<file path="src/rtl/pcs_pkg.sv">
package pcs_pkg;

  // Strobes from the control unit to the datapath, valid for one cycle.
  typedef struct packed {
    logic cellStart; // begin a new cell on the next cycle
    logic lineStop;  // return the line to idle
    logic loadByte;  // take the byte at the read address
    logic shiftBit;  // advance to the next bit of the held byte
    logic sendZero;  // filler cell, no data available
  } pcsStrobe_t;

endpackage

</file>
<file path="src/rtl/pcs_datapath.sv">
module pcs_datapath
  import pcs_pkg::*;
#(
  parameter int CELL_CYC   = 288,
  parameter int HIGH_CYC   = 72,
  parameter int HALF_BYTES = 16,
  parameter int ADDR_W     = $clog2(2 * HALF_BYTES)
) (
  input  logic              clk,
  input  logic              rstN,
  input  pcsStrobe_t        strobe,
  input  logic [ADDR_W-1:0] rdAddr,
  input  logic              hostWrEn,
  input  logic [ADDR_W-1:0] hostAddr,
  input  logic [7:0]        hostData,
  output logic              cellLast,
  output logic              lineActive,
  output logic              readPulse
);

  localparam int BUF_BYTES = 2 * HALF_BYTES;
  localparam int CNT_W     = $clog2(CELL_CYC);
  localparam logic [ADDR_W:0]  BUF_EXT  = (ADDR_W + 1)'(BUF_BYTES);
  localparam logic [CNT_W-1:0] CNT_LAST = CNT_W'(CELL_CYC - 1);
  localparam logic [CNT_W-1:0] CNT_HIGH = CNT_W'(HIGH_CYC);

  logic [7:0]       bufMem [BUF_BYTES];
  logic [7:0]       fetched;
  logic [6:0]       shReg;
  logic             curBit;
  logic [CNT_W-1:0] cellCnt;

  // Byte store for both halves, written by the host.
  always_ff @(posedge clk) begin
    if (hostWrEn && ({1'b0, hostAddr} < BUF_EXT)) begin
      bufMem[hostAddr] <= hostData;
    end
  end

  assign fetched = bufMem[rdAddr];

  // Cell timer: runs from 0 to CELL_CYC-1 while the line is active.
  always_ff @(posedge clk or negedge rstN) begin
    if (!rstN) begin
      cellCnt    <= '0;
      lineActive <= 1'b0;
    end else if (strobe.cellStart) begin
      cellCnt    <= '0;
      lineActive <= 1'b1;
    end else if (strobe.lineStop) begin
      cellCnt    <= '0;
      lineActive <= 1'b0;
    end else if (lineActive && !cellLast) begin
      cellCnt <= cellCnt + 1'b1;
    end
  end

  // Bit shifter: curBit is the bit of the cell in flight, MSB first.
  always_ff @(posedge clk or negedge rstN) begin
    if (!rstN) begin
      curBit <= 1'b0;
      shReg  <= '0;
    end else if (strobe.lineStop) begin
      curBit <= 1'b0;
    end else if (strobe.loadByte) begin
      {curBit, shReg} <= fetched;
    end else if (strobe.shiftBit) begin
      {curBit, shReg} <= {shReg, 1'b0};
    end else if (strobe.sendZero) begin
      curBit <= 1'b0;
    end
  end

  assign cellLast  = lineActive && (cellCnt == CNT_LAST);
  assign readPulse = lineActive && curBit && (cellCnt < CNT_HIGH);

  // a new cell is only started from idle or at the last cycle of a cell
  a_r1_start_at_boundary: assert property (@(posedge clk) disable iff (!rstN)
    strobe.cellStart |-> (!lineActive || cellLast));

  // a pulse always ends exactly HIGH_CYC cycles into its cell
  a_r2_pulse_len: assert property (@(posedge clk) disable iff (!rstN)
    $fell(readPulse) |-> (lineActive && cellCnt == CNT_HIGH));

endmodule

</file>
<file path="src/rtl/pcs_control.sv">
module pcs_control
  import pcs_pkg::*;
#(
  parameter int HALF_BYTES = 16,
  parameter int ADDR_W     = $clog2(2 * HALF_BYTES)
) (
  input  logic              clk,
  input  logic              rstN,
  input  logic              enable,
  input  logic              hostCommit,
  input  logic              hostCommitHalf,
  input  logic              cellLast,
  input  logic              lineActive,
  output pcsStrobe_t        strobe,
  output logic [ADDR_W-1:0] rdAddr,
  output logic              halfDone,
  output logic              fullDone,
  output logic              underrun
);

  localparam int NUM_HALVES = 2;
  localparam logic [ADDR_W:0] HALF_EXT  = (ADDR_W + 1)'(HALF_BYTES);
  localparam logic [ADDR_W:0] LAST0_EXT = (ADDR_W + 1)'(HALF_BYTES - 1);
  localparam logic [ADDR_W:0] LAST1_EXT = (ADDR_W + 1)'(2 * HALF_BYTES - 1);

  logic [2:0]            bitsLeft;
  logic [NUM_HALVES-1:0] halfValid;
  logic                  rdHalf;
  logic                  lastInHalf;
  logic                  boundary;
  logic                  consume;
  logic [ADDR_W-1:0]     nextAddr;

  assign boundary   = !lineActive || cellLast;
  assign rdHalf     = ({1'b0, rdAddr} >= HALF_EXT);
  assign lastInHalf = ({1'b0, rdAddr} == LAST0_EXT) || ({1'b0, rdAddr} == LAST1_EXT);
  assign nextAddr   = ({1'b0, rdAddr} == LAST1_EXT) ? '0 : rdAddr + 1'b1;
  assign consume    = strobe.loadByte && lastInHalf;

  // Decision taken at every cell boundary.
  always_comb begin
    strobe = '0;
    if (boundary) begin
      if (enable) begin
        strobe.cellStart = 1'b1;
        if (bitsLeft != 3'd0) begin
          strobe.shiftBit = 1'b1;
        end else if (halfValid[rdHalf]) begin
          strobe.loadByte = 1'b1;
        end else begin
          strobe.sendZero = 1'b1;
        end
      end else begin
        strobe.lineStop = 1'b1;
      end
    end
  end

  // Read pointer, bit count, underrun and release strobes.
  always_ff @(posedge clk or negedge rstN) begin
    if (!rstN) begin
      bitsLeft <= '0;
      rdAddr   <= '0;
      underrun <= 1'b0;
      halfDone <= 1'b0;
      fullDone <= 1'b0;
    end else begin
      halfDone <= consume && !rdHalf;
      fullDone <= consume && rdHalf;
      if (strobe.loadByte) begin
        bitsLeft <= 3'd7;
        rdAddr   <= nextAddr;
        underrun <= 1'b0;
      end else if (strobe.shiftBit) begin
        bitsLeft <= bitsLeft - 1'b1;
      end else if (strobe.sendZero) begin
        underrun <= 1'b1;
      end
    end
  end

  // One full flag per half: set by a host commit, cleared on release.
  for (genvar h = 0; h < NUM_HALVES; h++) begin : g_half
    logic validQ;
    always_ff @(posedge clk or negedge rstN) begin
      if (!rstN) begin
        validQ <= 1'b0;
      end else if (hostCommit && (hostCommitHalf == 1'(h))) begin
        validQ <= 1'b1;
      end else if (consume && (rdHalf == 1'(h))) begin
        validQ <= 1'b0;
      end
    end
    assign halfValid[h] = validQ;
  end

  // the two release strobes never fire together
  a_r7_done_excl: assert property (@(posedge clk) disable iff (!rstN)
    $onehot0({halfDone, fullDone}));

  // half 0 is marked empty when its release strobe is seen
  a_r7_half_released: assert property (@(posedge clk) disable iff (!rstN)
    (halfDone && !$past(hostCommit && !hostCommitHalf)) |-> !halfValid[0]);

  // after half 0 is released the pointer sits at the start of half 1
  a_r4_ptr_after_half: assert property (@(posedge clk) disable iff (!rstN)
    halfDone |-> ({1'b0, rdAddr} == HALF_EXT));

  // after half 1 is released the pointer has wrapped to 0
  a_r4_ptr_wrap: assert property (@(posedge clk) disable iff (!rstN)
    fullDone |-> (rdAddr == '0));

  // an underrun only begins with no bits left in the held byte
  a_r8_underrun_rise: assert property (@(posedge clk) disable iff (!rstN)
    $rose(underrun) |-> (bitsLeft == 3'd0));

endmodule

</file>
<file path="src/rtl/pulse_cell_serializer.sv">
module pulse_cell_serializer
  import pcs_pkg::*;
#(
  parameter int CLK_FREQ_HZ = 72_000_000,
  parameter int CELL_NS     = 4000,
  parameter int PULSE_NS    = 1000,
  parameter int HALF_BYTES  = 16,
  parameter int ADDR_W      = $clog2(2 * HALF_BYTES)
) (
  input  logic              clk,
  input  logic              rstN,
  input  logic              enable,
  input  logic              hostWrEn,
  input  logic [ADDR_W-1:0] hostAddr,
  input  logic [7:0]        hostData,
  input  logic              hostCommit,
  input  logic              hostCommitHalf,
  output logic              readPulse,
  output logic              halfDone,
  output logic              fullDone,
  output logic              underrun
);

  localparam int CLK_KHZ  = CLK_FREQ_HZ / 1000;
  localparam int CELL_CYC = CLK_KHZ * CELL_NS / 1_000_000;
  localparam int HIGH_CYC = CLK_KHZ * PULSE_NS / 1_000_000;

  pcsStrobe_t        strobe;
  logic [ADDR_W-1:0] rdAddr;
  logic              cellLast;
  logic              lineActive;

  pcs_control #(
    .HALF_BYTES(HALF_BYTES),
    .ADDR_W    (ADDR_W)
  ) u_ctl (
    .clk           (clk),
    .rstN          (rstN),
    .enable        (enable),
    .hostCommit    (hostCommit),
    .hostCommitHalf(hostCommitHalf),
    .cellLast      (cellLast),
    .lineActive    (lineActive),
    .strobe        (strobe),
    .rdAddr        (rdAddr),
    .halfDone      (halfDone),
    .fullDone      (fullDone),
    .underrun      (underrun)
  );

  pcs_datapath #(
    .CELL_CYC  (CELL_CYC),
    .HIGH_CYC  (HIGH_CYC),
    .HALF_BYTES(HALF_BYTES),
    .ADDR_W    (ADDR_W)
  ) u_dp (
    .clk       (clk),
    .rstN      (rstN),
    .strobe    (strobe),
    .rdAddr    (rdAddr),
    .hostWrEn  (hostWrEn),
    .hostAddr  (hostAddr),
    .hostData  (hostData),
    .cellLast  (cellLast),
    .lineActive(lineActive),
    .readPulse (readPulse)
  );

endmodule

</file>
<file path="config.mk">
export PLATFORM = sky130hd
export DESIGN_NAME = pulse_cell_serializer
export DESIGN_NICKNAME = d
export VERILOG_FILES = /design/src/rtl/pcs_pkg.sv /design/src/rtl/pcs_datapath.sv /design/src/rtl/pcs_control.sv /design/src/rtl/pulse_cell_serializer.sv
export SDC_FILE = /design/constraint.sdc
export NUM_CORES = 1
export LEC_CHECK = 0
export BUFFER_PORTS_ARGS = -buffer_cell sky130_fd_sc_hd__buf_2
export CORE_MARGIN = 2
export CORE_UTILIZATION = 40
export CTS_CLUSTER_SIZE = 10
export DETAILED_ROUTE_END_ITERATION = 10
export MAX_ROUTING_LAYER = met4
export SYNTH_ARGS = -nofsm -noshare
export SYNTH_HDL_FRONTEND = slang
export SYNTH_SLANG_ARGS = --single-unit
</file>
<file path="constraint.sdc">
create_clock -name clk -period 1.95 [get_ports clk]
set_clock_uncertainty 0.1 [all_clocks]
set_input_delay 0.195 -clock clk [delete_from_list [all_inputs] [get_ports clk]]
set_output_delay 0.195 -clock clk [all_outputs]
set_load 0.05 [all_outputs]
</file>
==> results.md, run 1 <==
Global routing:
- In the global route stage, met2 resource usage came out at 28.5%.
- The largest net degree at the start of global routing is 33.
- The number of antenna violations at the first check in global routing came to 0.
- The global routing's busiest layer is met2.
- The via count of the first global-routing pass is 6389.
- The global routing usage summed across all routing layers is 17.7%.
- The first global-routing pass estimated 38500 um of wire.
- The met3 track demand over resource in global routing is 3.17%.
- The routing usage on met1 is 22.7%.
- The total overflow left after global routing is 0.

Placement:
- The final estimated routing congestion in global placement is 0.843.
- The placed wire-length estimate after detailed placement is 16200 um.
- The count of buffers added on input and output ports is 22.
- The count of placed standard cells including taps is 1056.

Synthesis:
- Counting flops with a built-in enable in the synthesized netlist gives 256.
- The commonest cells after synthesis are edfxtp_1, mux4_2, nor2_1, dfrtp_1, nand2_1.
- The total of warnings raised by yosys is 0.
- The netlist uses 49 different library cells.
- Among all flip-flop cells after synthesis, the most frequent one is edfxtp_1.
- The number of storage elements in the synthesis netlist is 287.
- The post-synthesis area per instance is 19.0 um^2.
- Sorting the synthesized cells by area gives the leading types as edfxtp_1, mux4_2, dfrtp_1.
- The synthesized area is 0.0114 mm^2.
- For this run, asynchronously set or reset flops after synthesis account for 10.8%.
- Sequential cells were found to cover 74.1% of the synthesized design area.
- By instance count, the leading cell after synthesis is edfxtp_1.
- The share of the synthesized area in the top cell type is 67.3%.
- Counting every net in the synthesized netlist gives 626.
- The count of mapped cells out of synthesis is 600.
- Of all cell types, the one taking the most synthesized area is edfxtp_1.

Drt:
- The remaining antenna violation count after routing is 0.
- In the final routed layout, each cell accounts on average for 22.2 um.
- Detailed routing inserted a total of 6110 vias.
- The routed design has 25300 um of wire.
- The routed via count divided by cell count is 5.37.
- For this block, the initial DRC count from the detailed router was 497.
- The first-pass iteration count of the detailed router is 5.
- In the routed design, unresolved DRC markers number 0.

Timing:
- Static timing analysis puts the maximum clock frequency at 457 MHz.
- The worst max-slew margin expressed relative to the limit is 53.9%.
- The number of hold violations in the final report is 0.
- The final worst hold slack is 0.133 ns.
- At the pin with the least slew margin, the transition time is 0.692 ns.
- The count of final setup violators is 13.
- Setup slack on the critical path of the routed design comes to -0.237 ns.
- Setup repair after global routing could not meet its margin everywhere.
- The final critical path time including I/O delays and setup is 2.19 ns.
- The max-slew violation total from the final report is 0.
- The final critical-path share of the clock period is 112%.

Flow run:
- The max-cap check violation count is 0.

Clock network:
- The CTS root buffer is clkbuf_16.
- The clock net in this run drives a total of 287 sinks.
- No sink is reached through more buffers than the 3 on the longest clock path.
- Clock-pin slew was measured on the worst setup and hold paths at 0.05 ns.
- The clock tree from TritonCTS is built.
- Clock tree synthesis inserted a total of 35 buffers.
- At the later pin of the worst-skew pair, clock insertion delay measures 0.51 ns.
- The H-tree was split into 2 levels.

Layout:
- The area overhead of the layout relative to synthesis is 22.8%.
- The fraction of final layout cells with drive strength greater than 1 is 34.7%.
- The net total in the final layout is 766.
- Excluding fillers, the count of instances in the completed layout stands at 1138.
- The area used by multi-input combinational logic is 0.00293 mm^2.
- Across the whole layout, storage elements account for 0.00847 mm^2.
- The count of antenna diodes in the layout is 0.
- The layout has 2290 filler cells.

Critical path:
- The critical path goes through buf_12, buf_6, mux4_2, mux4_2, mux2i_1, o21ai_1.
- For this run, the slowest stage of the critical path takes 0.52 ns.
- The critical path in this run is classified as flip-flop to flip-flop.
- The worst-path cell with the longest stage delay is dfrtp_4.
- In this run the worst path has a maximum fanout of 4.
- The startpoint type of the worst setup path is a flip-flop.
- The required time of the worst setup path is 2.23 ns.
- The nature of the critical path endpoint is a flip-flop.
- Data arrives at the worst endpoint at 2.47 ns.
- The worst setup path startpoint is u_ctl.rdAddr[0]$_DFFE_PN0N_.
- The launching point of the worst reg2reg path is u_ctl.rdAddr[0]$_DFFE_PN0N_.
- The cell occurring most often along the worst timing path is mux4_2.

Floorplanning:
- The core box area is 0.0279 mm^2.
- The number of top-level design ports is 23.
- The die covers 0.0299 mm^2.
- Row generation in the floorplan step produced 61 rows.
- The die height is 173 um.
- The horizontal die dimension is 173 um.
- For this configuration, the core starts out at a cell density of 40.9%.

Power and ir drop:
- Summed over all cells, the static leakage comes to 0.00489 uW.
- The cell area power density is 907 mW/mm^2.
- IR analysis of the VDD net gives a maximum drop of 0.547 mV.

Status:
- The final reports fail on negative setup slack.
- The flow ran to the end, but the final reports show violations.

Worst hold path:
- The launch instance of the worst min-delay path is hostData[6].
- The class of the tightest hold or removal check is primary input to flip-flop.
==> flip-flops by register name, summed over array words and instances (netlist names), 2 cells and up <==
name	cells
u_ctl.bitsLeft	3
u_dp.shReg	7
u_ctl.rdAddr	5
u_dp.bufMem	256
u_dp.cellCnt	9
u_ctl.g_half.validQ	2
==> timing repair <==
action | in CTS | in global routing
hold buffers | 4 | 0
hold endpoints to repair | 36 | 0
gates cloned | 0 | 1
pin swaps | 5 | 10
endpoints found under the setup margin | 18 | 20
setup buffers | 16 | 6
gates resized for setup | 29 | 23
==> per-layer routing <==
layer	vias up	share of wire, %	wire length, um
met2	178	50	12500
met4	0	2.7	671
met3	45	5.2	1320
li1	2723	-	-
met5	-	0	0
met1	3164	43	10800
==> layout make-up <==
cell class	count	area share [%]
Clock buffer	53	6.95
Clock inverter	4	0.250
Inverter	11	0.294
Multi-Input combinational cell	276	20.9
Sequential cell	287	60.4
Tap cell	378	3.37
Timing Repair Buffer	129	7.91
==> stage by stage <==
stage	utilization [%]	TNS (ns)	setup WS [ns]	power (uW)	instance area, um^2
after floorplan	-	-0.280	-0.0561	6970	11500
after global placement	45.1	-2.26	-0.345	7130	12600
after detailed placement	45.1	-2.92	-0.390	7140	12600
after CTS	49.8	-1.51	-0.222	12900	13900
after global routing	50.2	-2.74	-0.272	13100	14000
final	50.2	-1.65	-0.237	12700	14000
==> cells by family (layout without fill, tap and decap cells) <==
family          Yosys count  count (layout)  synth area share [%]
buf+inv                  37             197                  1.55
flops                   287             287                  74.1
compound gates           49              49                  3.08
fa+ha+maj                 7               7                 0.766
mux                      84              84                  14.3
simple gates            130             130                  5.80
xor+xnor                  6               6                 0.460
==> power by group <==
| group | internal, uW | switching [uW] | leakage [uW] | total, uW |
|---|---|---|---|---|
| Combinational | 62.5 | 175 | 0.00171 | 237 |
| Clock | 3430 | 2270 | 0.000487 | 5700 |
| Sequential | 6770 | 14.2 | 0.00269 | 6790 |
| Total | 10300 | 2460 | 0.00489 | 12700 |
==> critical path, delay by kind of cell, from the launching register on <==
family | cells | cell delay, ns
muxes | 3 | 1.11
DFF | 1 | 0.52
buffers and inverters | 2 | 0.26
AOI/OAI and AO/OA | 1 | 0.08
==> cell usage in the layout, fill, tap and decap left out, drive strengths merged, types with 5 or more instances in the layout <==
cell | synthesis | final
buf | 18 | 124
clkbuf | 8 | 54
dfrtp | 31 | 31
edfxtp | 256 | 256
ha | 7 | 7
inv | 9 | 11
mux2i | 19 | 19
mux4 | 63 | 63
nand2 | 20 | 20
nand3 | 19 | 19
nand3b | 7 | 7
nor2 | 46 | 46
o21ai | 11 | 11
o221ai | 5 | 5
o22a | 5 | 5
o22ai | 10 | 10
or3 | 6 | 6
==> path summary, 6_finish.rpt <==
check                                                     end  slack, ns  depth (start not counted)
setup / recovery                    u_dp.shReg[0]$_DFFE_PN0P_      -0.24                          6
max in group asynchronous         u_ctl.rdAddr[0]$_DFFE_PN0N_       1.04                          2
min in group asynchronous         u_ctl.rdAddr[4]$_DFFE_PN0N_       0.19                          2
hold reg to reg            u_ctl.g_half[1].validQ$_DFFE_PN0P_       0.39                          2
setup reg to reg                    u_dp.shReg[0]$_DFFE_PN0P_      -0.24                          6
hold / removal                    u_dp.bufMem[0][6]$_DFFE_PP_       0.13                          1
Note: power is estimated with default switching activity, not from simulation.
==> run 2: changes to the inputs <==
- GPL_TIMING_DRIVEN: default -> 0
- MAX_ROUTING_LAYER: met4 -> default
- PLACE_DENSITY_LB_ADDON: default -> 0.3
==> run 2 against run 1 <==
  * The flow still finishes with violations (negative setup slack)
  * Die area unchanged
  * Clock-buffer cell count shrank 11
  * Critical path type unchanged
  * Via count shrank 2.2%
  * Critical endpoint unchanged
  * Maximum frequency decreased by 1.5%
  * Hold slack worse by 0.11 ns
  * Final area is 3.5% lower
  * Utilization down 1.8 points
  * First-iteration DRC count fell by 4.8%
  * Cell count down 6.2%
  * Flip-flop and latch count is the same
  * Non-clock buffer count shrank 63
  * Global-route usage is 0.088 points lower
==> results.md, run 2 (synthesized netlist as in run 1, its figures left out) <==
Status:
- The run finished, with violations left.
- The checks that failed: negative setup slack.

Power and ir drop:
- The share of total power in the clock network is 44.3% (-0.5 points).
- The internal power consumption is 10100 uW (-1.8%).
- The switching power total came to 2490 uW (+1.4%).
- The reported leakage power is 0.00455 uW (-7.0%).
- The final total power is 12600 uW (-1.2%).
- The sequential group share of total power is 54.0% (+0.7 points).
- The peak supply drop came to 0.836 mV (+53%).
- The cell area power density is 929 mW/mm^2 (+2.4%).
- The switching part of the total power came to 19.8% (+0.51 points).
- The combinational group share of total power was 1.7% (-0.2 points).

Critical path:
- The required time of the worst setup path was 2.24 ns (about the same).
- The worst setup path is of the flip-flop to flip-flop kind.
- The critical path's largest stage delay was 0.55 ns (+0.03 ns).
- The cell occurring most often along the worst timing path is mux4_2.
- The number of buffers and inverters on the critical path is 2 (unchanged).
- The worst setup path is launched from a flip-flop.
- The top cell family by delay on the critical path is multiplexers.
- The largest driver fanout on the critical path is 6 (+2).
- The worst-path cell with the longest stage delay is mux4_2.
- The arrival time at the worst endpoint is 2.51 ns (+0.04 ns).
- The nature of the critical path endpoint is a flip-flop.
- The critical path goes through buf_6, buf_12, mux4_2, mux4_2, mux2i_2, o21ai_1.

Drt:
- The DRC violation count after routing was 0 (unchanged).
- The average routed wire per standard cell came to 24.4 um (+9.9%).
- The routed wire length came to 26000 um (+3.1%).
- The DRC violation total after the first TritonRoute iteration is 473 (-4.8%).
- The total number of vias is 5978 (-2.2%).
- The first-pass iteration count of the detailed router is 5 (unchanged).
- The remaining antenna violation count after routing came to 0 (unchanged).
- The routed via count divided by cell count came to 5.60 (+4.4%).

Layout:
- The area of all placed cells without fillers came to 0.0135 mm^2 (-3.5%).
- The number of flip-flops under the largest register name is 256 (unchanged).
- The largest registers in the layout are u_dp.bufMem (256), u_dp.cellCnt (9), u_dp.shReg (7).
- The register with the most flip-flops is u_dp.bufMem.
- The net total in the final layout is 703 (-8.2%).
- The fraction of final layout cells with drive strength greater than 1 is 30.3% (-4.4 points).
- Leaving out fill and tap cells, the most frequent cell in the layout is edfxtp_1.
- In the layout the commonest cells are edfxtp_1, mux4_2, nor2_1.
- The final standard cell count with taps included and fillers excluded is 1067 (-6.2%).
- The area overhead of the layout relative to synthesis is 18.5%.
- The count of antenna diodes in the layout is 0 (unchanged).

Clock network:
- The buffer depth of the longest clock path is 3 (unchanged).
- The insertion delay of the later-clocked pin in the worst-skew pair is 0.51 ns (about the same).
- The cell sitting at the root of the clock tree is a clkbuf_16.
- The H-tree depth is 2 (unchanged).
- The clock sink total is 287 (unchanged).
- The total CTS buffers is 35 (unchanged).
- The clock tree from TritonCTS is built.
- The post-CTS clock slew at the launch and capture registers of the worst setup and hold paths is 0.06 ns (about the same).

Placement:
- The final estimated routing congestion in global placement is 0.812 (-3.7%).
- The post-placement cell area was 0.0120 mm^2 (-4.4%).
- The count of buffers from port buffering is 21 (-4.5%).
- The count of placed standard cells including taps was 999 (-5.4%).
- The placed wire-length estimate after detailed placement came to 16400 um (+1.4%).

Global routing:
- The via count of the first global-routing pass is 6177 (-3.3%).
- The largest net degree at the start of global routing is 33 (unchanged).
- The global routing usage summed across all routing layers is 17.6% (-0.088 points).
- The total global routing overflow is 0 (unchanged).
- The number of antenna violations at the first check in global routing is 0 (unchanged).
- The first-pass GRT wire length is 39200 um (+1.7%).

Timing:
- The slack of the critical path is -0.271 ns (-0.0337 ns).
- The worst max-slew margin expressed relative to the limit is 36.0% (-18 points).
- The max-slew violation total from the final report was 0 (unchanged).
- Setup repair after global routing could not meet its margin everywhere.
- The measured slew at the worst slew-check pin came to 0.956 ns (+0.264 ns).
- The number of hold violations in the final report came to 0 (unchanged).
- The count of final setup violators is 12 (-1).
- The maximum frequency from static timing analysis came to 450 MHz (-1.5%).
- The final critical path time including I/O delays and setup was 2.22 ns (+0.0337 ns).
- The final critical-path share of the clock period is 114% (+1.7 points).
- The final worst hold slack is 0.0226 ns (-0.110 ns).

Worst hold path:
- The worst hold path belongs to the class primary input to flip-flop.

Floorplanning:
- The starting density of the core came to 40.9% (unchanged).
- The core box area is 0.0279 mm^2 (unchanged).
- The row count is 61 (unchanged).
- The horizontal die dimension is 173 um (unchanged).
- The number of top-level design ports is 23 (unchanged).
- The die area is 0.0299 mm^2 (unchanged).
- The die height is 173 um (unchanged).

Flow run:
- The max-cap check violation count is 0 (unchanged).
run 2: power groups by stage:
| stage | clock (uW) | sequential (uW) | combinational, uW |
|---|---|---|---|
| 3_5_place_dp | 0 | 6910 | 213 |
| 2_1_floorplan | 0 | 6900 | 63.2 |
| 3_3_place_gp | 0 | 6900 | 200 |
| 4_1_cts | 5700 | 6790 | 221 |
| 6_report | 5570 | 6790 | 218 |
| 5_1_grt | 5950 | 6790 | 240 |
run 2: path summary, 6_finish.rpt:
path | slack, ns | cells after the start | start | endpoint
worst max-delay path | -0.27 | 6 | u_ctl.rdAddr[0]$_DFFE_PN0N_ | u_dp.shReg[0]$_DFFE_PN0P_
worst min-delay path | 0.02 | 2 | enable | u_dp.lineActive$_DFFE_PN0P_
worst max register to register | -0.27 | 6 | u_ctl.rdAddr[0]$_DFFE_PN0N_ | u_dp.shReg[0]$_DFFE_PN0P_
worst min register to register | 0.39 | 2 | u_ctl.g_half[1].validQ$_DFFE_PN0P_ | u_ctl.g_half[1].validQ$_DFFE_PN0P_
max in group asynchronous | 1.07 | 2 | rstN | u_ctl.rdAddr[2]$_DFFE_PN0N_
min in group asynchronous | 0.18 | 2 | rstN | u_ctl.fullDone$_DFF_PN0_
run 2: through the flow:
step	setup TNS (ns)	setup WS (ns)	util [%]
4_1_cts	-2.25	-0.254	48.2
3_3_place_gp	-33.28	-0.726	43.1
5_1_grt	-3.21	-0.298	48.5
6_report	-1.77	-0.271	48.5
3_5_place_dp	-42.19	-0.744	43.1
2_1_floorplan	-0.280	-0.0561	-
run 2: metal layers:
metal / vias up / track usage (%) / share of wire (%)
li1: 2580 / - / -
met1: 3140 / 24.9 / 43
met2: 218 / 27.7 / 48
met3: 40 / 3.50 / 7.0
met4: 0 / 5.65 / 2.3
met5: - / 0 / 0
run 2: cell type report:
cell class	instances	area, um^2
inverters	11	43.8
plain buffers	24	280
clock buffers	42	902
flip-flops and latches	287	8470
clock inverters	7	50.0
multi-input cells	276	2980
well taps	378	473
fillers	2364	14400
repair buffers	42	344
run 2: worst reg2reg max path: cells and delay by family, from the launching register on:
| family | cells | cell delay, ns |
|---|---|---|
| multiplexers | 3 | 1.24 |
| flip-flops | 1 | 0.36 |
| AO/OA/AOI/OAI | 1 | 0.09 |
| buffers and inverters | 2 | 0.30 |
run 2: what timing repair did:
item / 4_1_cts / 5_1_grt
cloned: 2 / 0
setup endpoints to repair: 22 / 22
hold endpoints to repair: 34 / 0
gates resized for setup: 77 / 16
pin swaps: 15 / 8
setup buffers: 13 / 3
hold buffers: 3 / 0
==> run 3: changes to the inputs <==
- REMOVE_ABC_BUFFERS: default -> 1
==> run 3 against run 2 <==
  * The flow still finishes with violations (negative setup slack)
  * Non-clock buffer count rose by 16
  * Sequential share of layout area fell by 1.2 points
  * Largest cell class unchanged
  * First-iteration DRC count increased by 0.21%
  * Combinational power is essentially flat
==> results.md, run 3 (synthesized netlist as in run 1, its figures left out) <==
Floorplanning:
- The die height is 173 um (unchanged).
- The core box area is 0.0279 mm^2 (unchanged).
- The row count is 61 (unchanged).
- The horizontal die dimension is 173 um (unchanged).
- The die area came to 0.0299 mm^2 (unchanged).
- The number of top-level design ports is 23 (unchanged).
- The starting density of the core is 40.9% (unchanged).

Placement:
- The count of buffers from port buffering is 22 (+4.8%).
- The placed wire-length estimate after detailed placement is 13900 um (-15%).
- The post-placement cell area was 0.0119 mm^2 (-1.1%).
- The final estimated routing congestion in global placement was 0.771 (-5.0%).

Layout:
- In the final layout, the registers with the most flip-flops are u_dp.bufMem (256), u_dp.cellCnt (9), u_dp.shReg (7).
- The area taken by flip-flops and latches is 0.00848 mm^2 (+0.10%).
- Ranked by flip-flop count, first place goes to u_dp.bufMem.
- The most common cell after layout, fill and taps aside is edfxtp_1.
- The net total in the final layout is 720 (+2.4%).
- Leaving out fill and tap cells, the most frequent cells in the layout are edfxtp_1, mux4_2, nor2_1.
- The number of flip-flops under the largest register name was 256 (unchanged).
- The area used by multi-input combinational logic is 0.00300 mm^2 (+0.80%).
- The fraction of final layout cells with drive strength greater than 1 is 32.8% (+2.5 points).
- The area overhead of the layout relative to synthesis is 20.8%.
- The final core utilization is 49.4% (+0.97 points).
- The area of all placed cells without fillers was 0.0138 mm^2 (+2.0%).
- The count of antenna diodes in the layout is 0 (unchanged).
- The final-layout fill cell count was 2293 (-3.0%).

Global routing:
- The total global routing overflow is 0 (unchanged).
- The number of antenna violations at the first check in global routing came to 1 (+1).
- The global routing usage summed across all routing layers is 17.4% (-0.26 points).
- The via count of the first global-routing pass is 6260 (+1.3%).
- The first-pass GRT wire length is 38800 um (-0.92%).
- The largest net degree at the start of global routing was 33 (unchanged).

Drt:
- The remaining antenna violation count after routing is 0 (unchanged).
- The first-pass iteration count of the detailed router is 7 (+2).
- The total number of vias is 6000 (+0.37%).
- The DRC violation count after routing is 0 (unchanged).
- The average routed wire per standard cell came to 23.7 um (-2.8%).
- The routed wire length is 25700 um (-1.1%).
- The routed via count divided by cell count is 5.53 (-1.3%).
- The DRC violation total after the first TritonRoute iteration is 474 (+0.21%).

Critical path:
- The largest driver fanout on the critical path was 10 (+4).
- The arrival time at the worst endpoint is 2.58 ns (+0.07 ns).
- The start-to-end type of the worst setup path is flip-flop to flip-flop.
- STA classifies the critical path endpoint as a flip-flop.
- The required time of the worst setup path is 2.30 ns (+0.06 ns).
- The startpoint type of the worst setup path is a flip-flop.

Timing:
- Setup repair after global routing could not meet its margin everywhere.
- The slack of the critical path is -0.275 ns (-0.00444 ns).
- The measured slew at the worst slew-check pin is 1.04 ns (+0.0807 ns).
- The worst max-slew margin expressed relative to the limit came to 30.6% (-5.4 points).
- The max-slew violation total from the final report came to 0 (unchanged).
- The maximum frequency from static timing analysis is 449 MHz (-0.20%).
- The final critical-path share of the clock period is 114% (+0.23 points).
- The final critical path time including I/O delays and setup is 2.23 ns (+0.00444 ns).
- The final worst hold slack is 0.112 ns (+0.0893 ns).
- The count of final setup violators is 20 (+8).
- The post-route setup TNS was -3.40 ns (-1.63 ns).
- The number of hold violations in the final report is 0 (unchanged).

Flow run:
- The max-cap check violation count came to 0 (unchanged).

Clock network:
- The insertion delay of the later-clocked pin in the worst-skew pair is 0.52 ns (about the same).
- The clock tree from TritonCTS is built.
- The post-CTS clock slew at the launch and capture registers of the worst setup and hold paths is 0.06 ns (about the same).
- The total CTS buffers is 35 (unchanged).
- The clock sink total came to 287 (unchanged).
- The buffer depth of the longest clock path came to 3 (unchanged).
- The H-tree depth was 2 (unchanged).
- The cell sitting at the root of the clock tree is a clkbuf_16.

Power and ir drop:
- The peak supply drop is 0.706 mV (-16%).
- The cell area power density was 921 mW/mm^2 (-0.82%).
- The reported leakage power was 0.00465 uW (+2.3%).
- The final total power is 12700 uW (+1.2%).

Worst hold path:
- The worst hold path belongs to the class primary input to flip-flop.

Status:
- The final reports fail on negative setup slack.
- The flow ran to the end, but the final reports show violations.
==> run 3: cell count changes in the layout (fill, tap and decap cells not counted), moves of 3 or more <==
cell,change
o21ai_0,-3
buf_4,+18
dfrtp_4,+3
clkinv_2,-3
buf_16,+3
buf_8,-4
buf_12,+3
clkbuf_4,-3
==> run 3: stage by stage <==
step / worst slack (ns) / instances
final: -0.275 / 1085
after global routing: -0.316 / 1085
after CTS: -0.229 / 1065
after detailed placement: -1.33 / 975
after global placement: -3.48 / 974
after floorplan: -2.22 / 574
==> run 3: worst max-delay path: stages, from the launching register on <==
cell and delay, ns:
dfrtp_4 0.53, buf_8 0.16, buf_12 0.15, mux4_2 0.35, o22a_1 0.19, o221ai_2 0.14, or4_4 0.45, nand3_2 0.09
==> run 3: where the power goes <==
group | total (uW) | internal [uW] | switching (uW)
clock network | 5710 | 3420 | 2300
registers | 6790 | 6770 | 13.5
logic | 220 | 52.4 | 168
==> run 3: final cells by class <==
| type | count | share of cell area, % |
|---|---|---|
| Clock buffer | 46 | 6.94 |
| Clock inverter | 4 | 0.272 |
| Inverter | 11 | 0.335 |
| Multi-Input combinational cell | 277 | 21.7 |
| Sequential cell | 287 | 61.4 |
| Tap cell | 378 | 3.42 |
| Timing Repair Buffer | 82 | 5.91 |
==> run 3: path summary, 6_finish.rpt <==
| check | from | endpoint | slack, ns | cells after the start |
|---|---|---|---|---|
| setup / recovery | u_ctl.rdAddr[0]$_DFFE_PN0N_ | u_dp.shReg[3]$_DFFE_PN0P_ | -0.28 | 7 |
| setup reg to reg | u_ctl.rdAddr[0]$_DFFE_PN0N_ | u_dp.shReg[3]$_DFFE_PN0P_ | -0.28 | 7 |
| hold / removal | hostData[0] | u_dp.bufMem[13][0]$_DFFE_PP_ | 0.11 | 1 |
| hold reg to reg | u_dp.cellCnt[0]$_DFFE_PN0P_ | u_dp.cellCnt[0]$_DFFE_PN0P_ | 0.37 | 1 |
| max in group asynchronous | rstN | u_ctl.rdAddr[1]$_DFFE_PN0N_ | 1.07 | 2 |
| min in group asynchronous | rstN | u_dp.shReg[1]$_DFFE_PN0P_ | 0.16 | 2 |
==> run 3: per-layer routing <==
metal  part of all wire (%)  vias up  GRT usage, %
met5                  0.051        -             0
met4                    2.4        2          5.54
met1                     41     3091          22.9
li1                       -     2622             -
met2                     50      236          28.8
met3                    6.9       49          3.87
==> run 3: repair_timing <==
action	4_1_cts	5_1_grt
gates cloned	2	1
buffers inserted	35	19
gates resized for setup	56	21
pin swaps	16	7
hold endpoints to repair	36	0
hold buffers	4	0
endpoints found under the setup margin	22	22
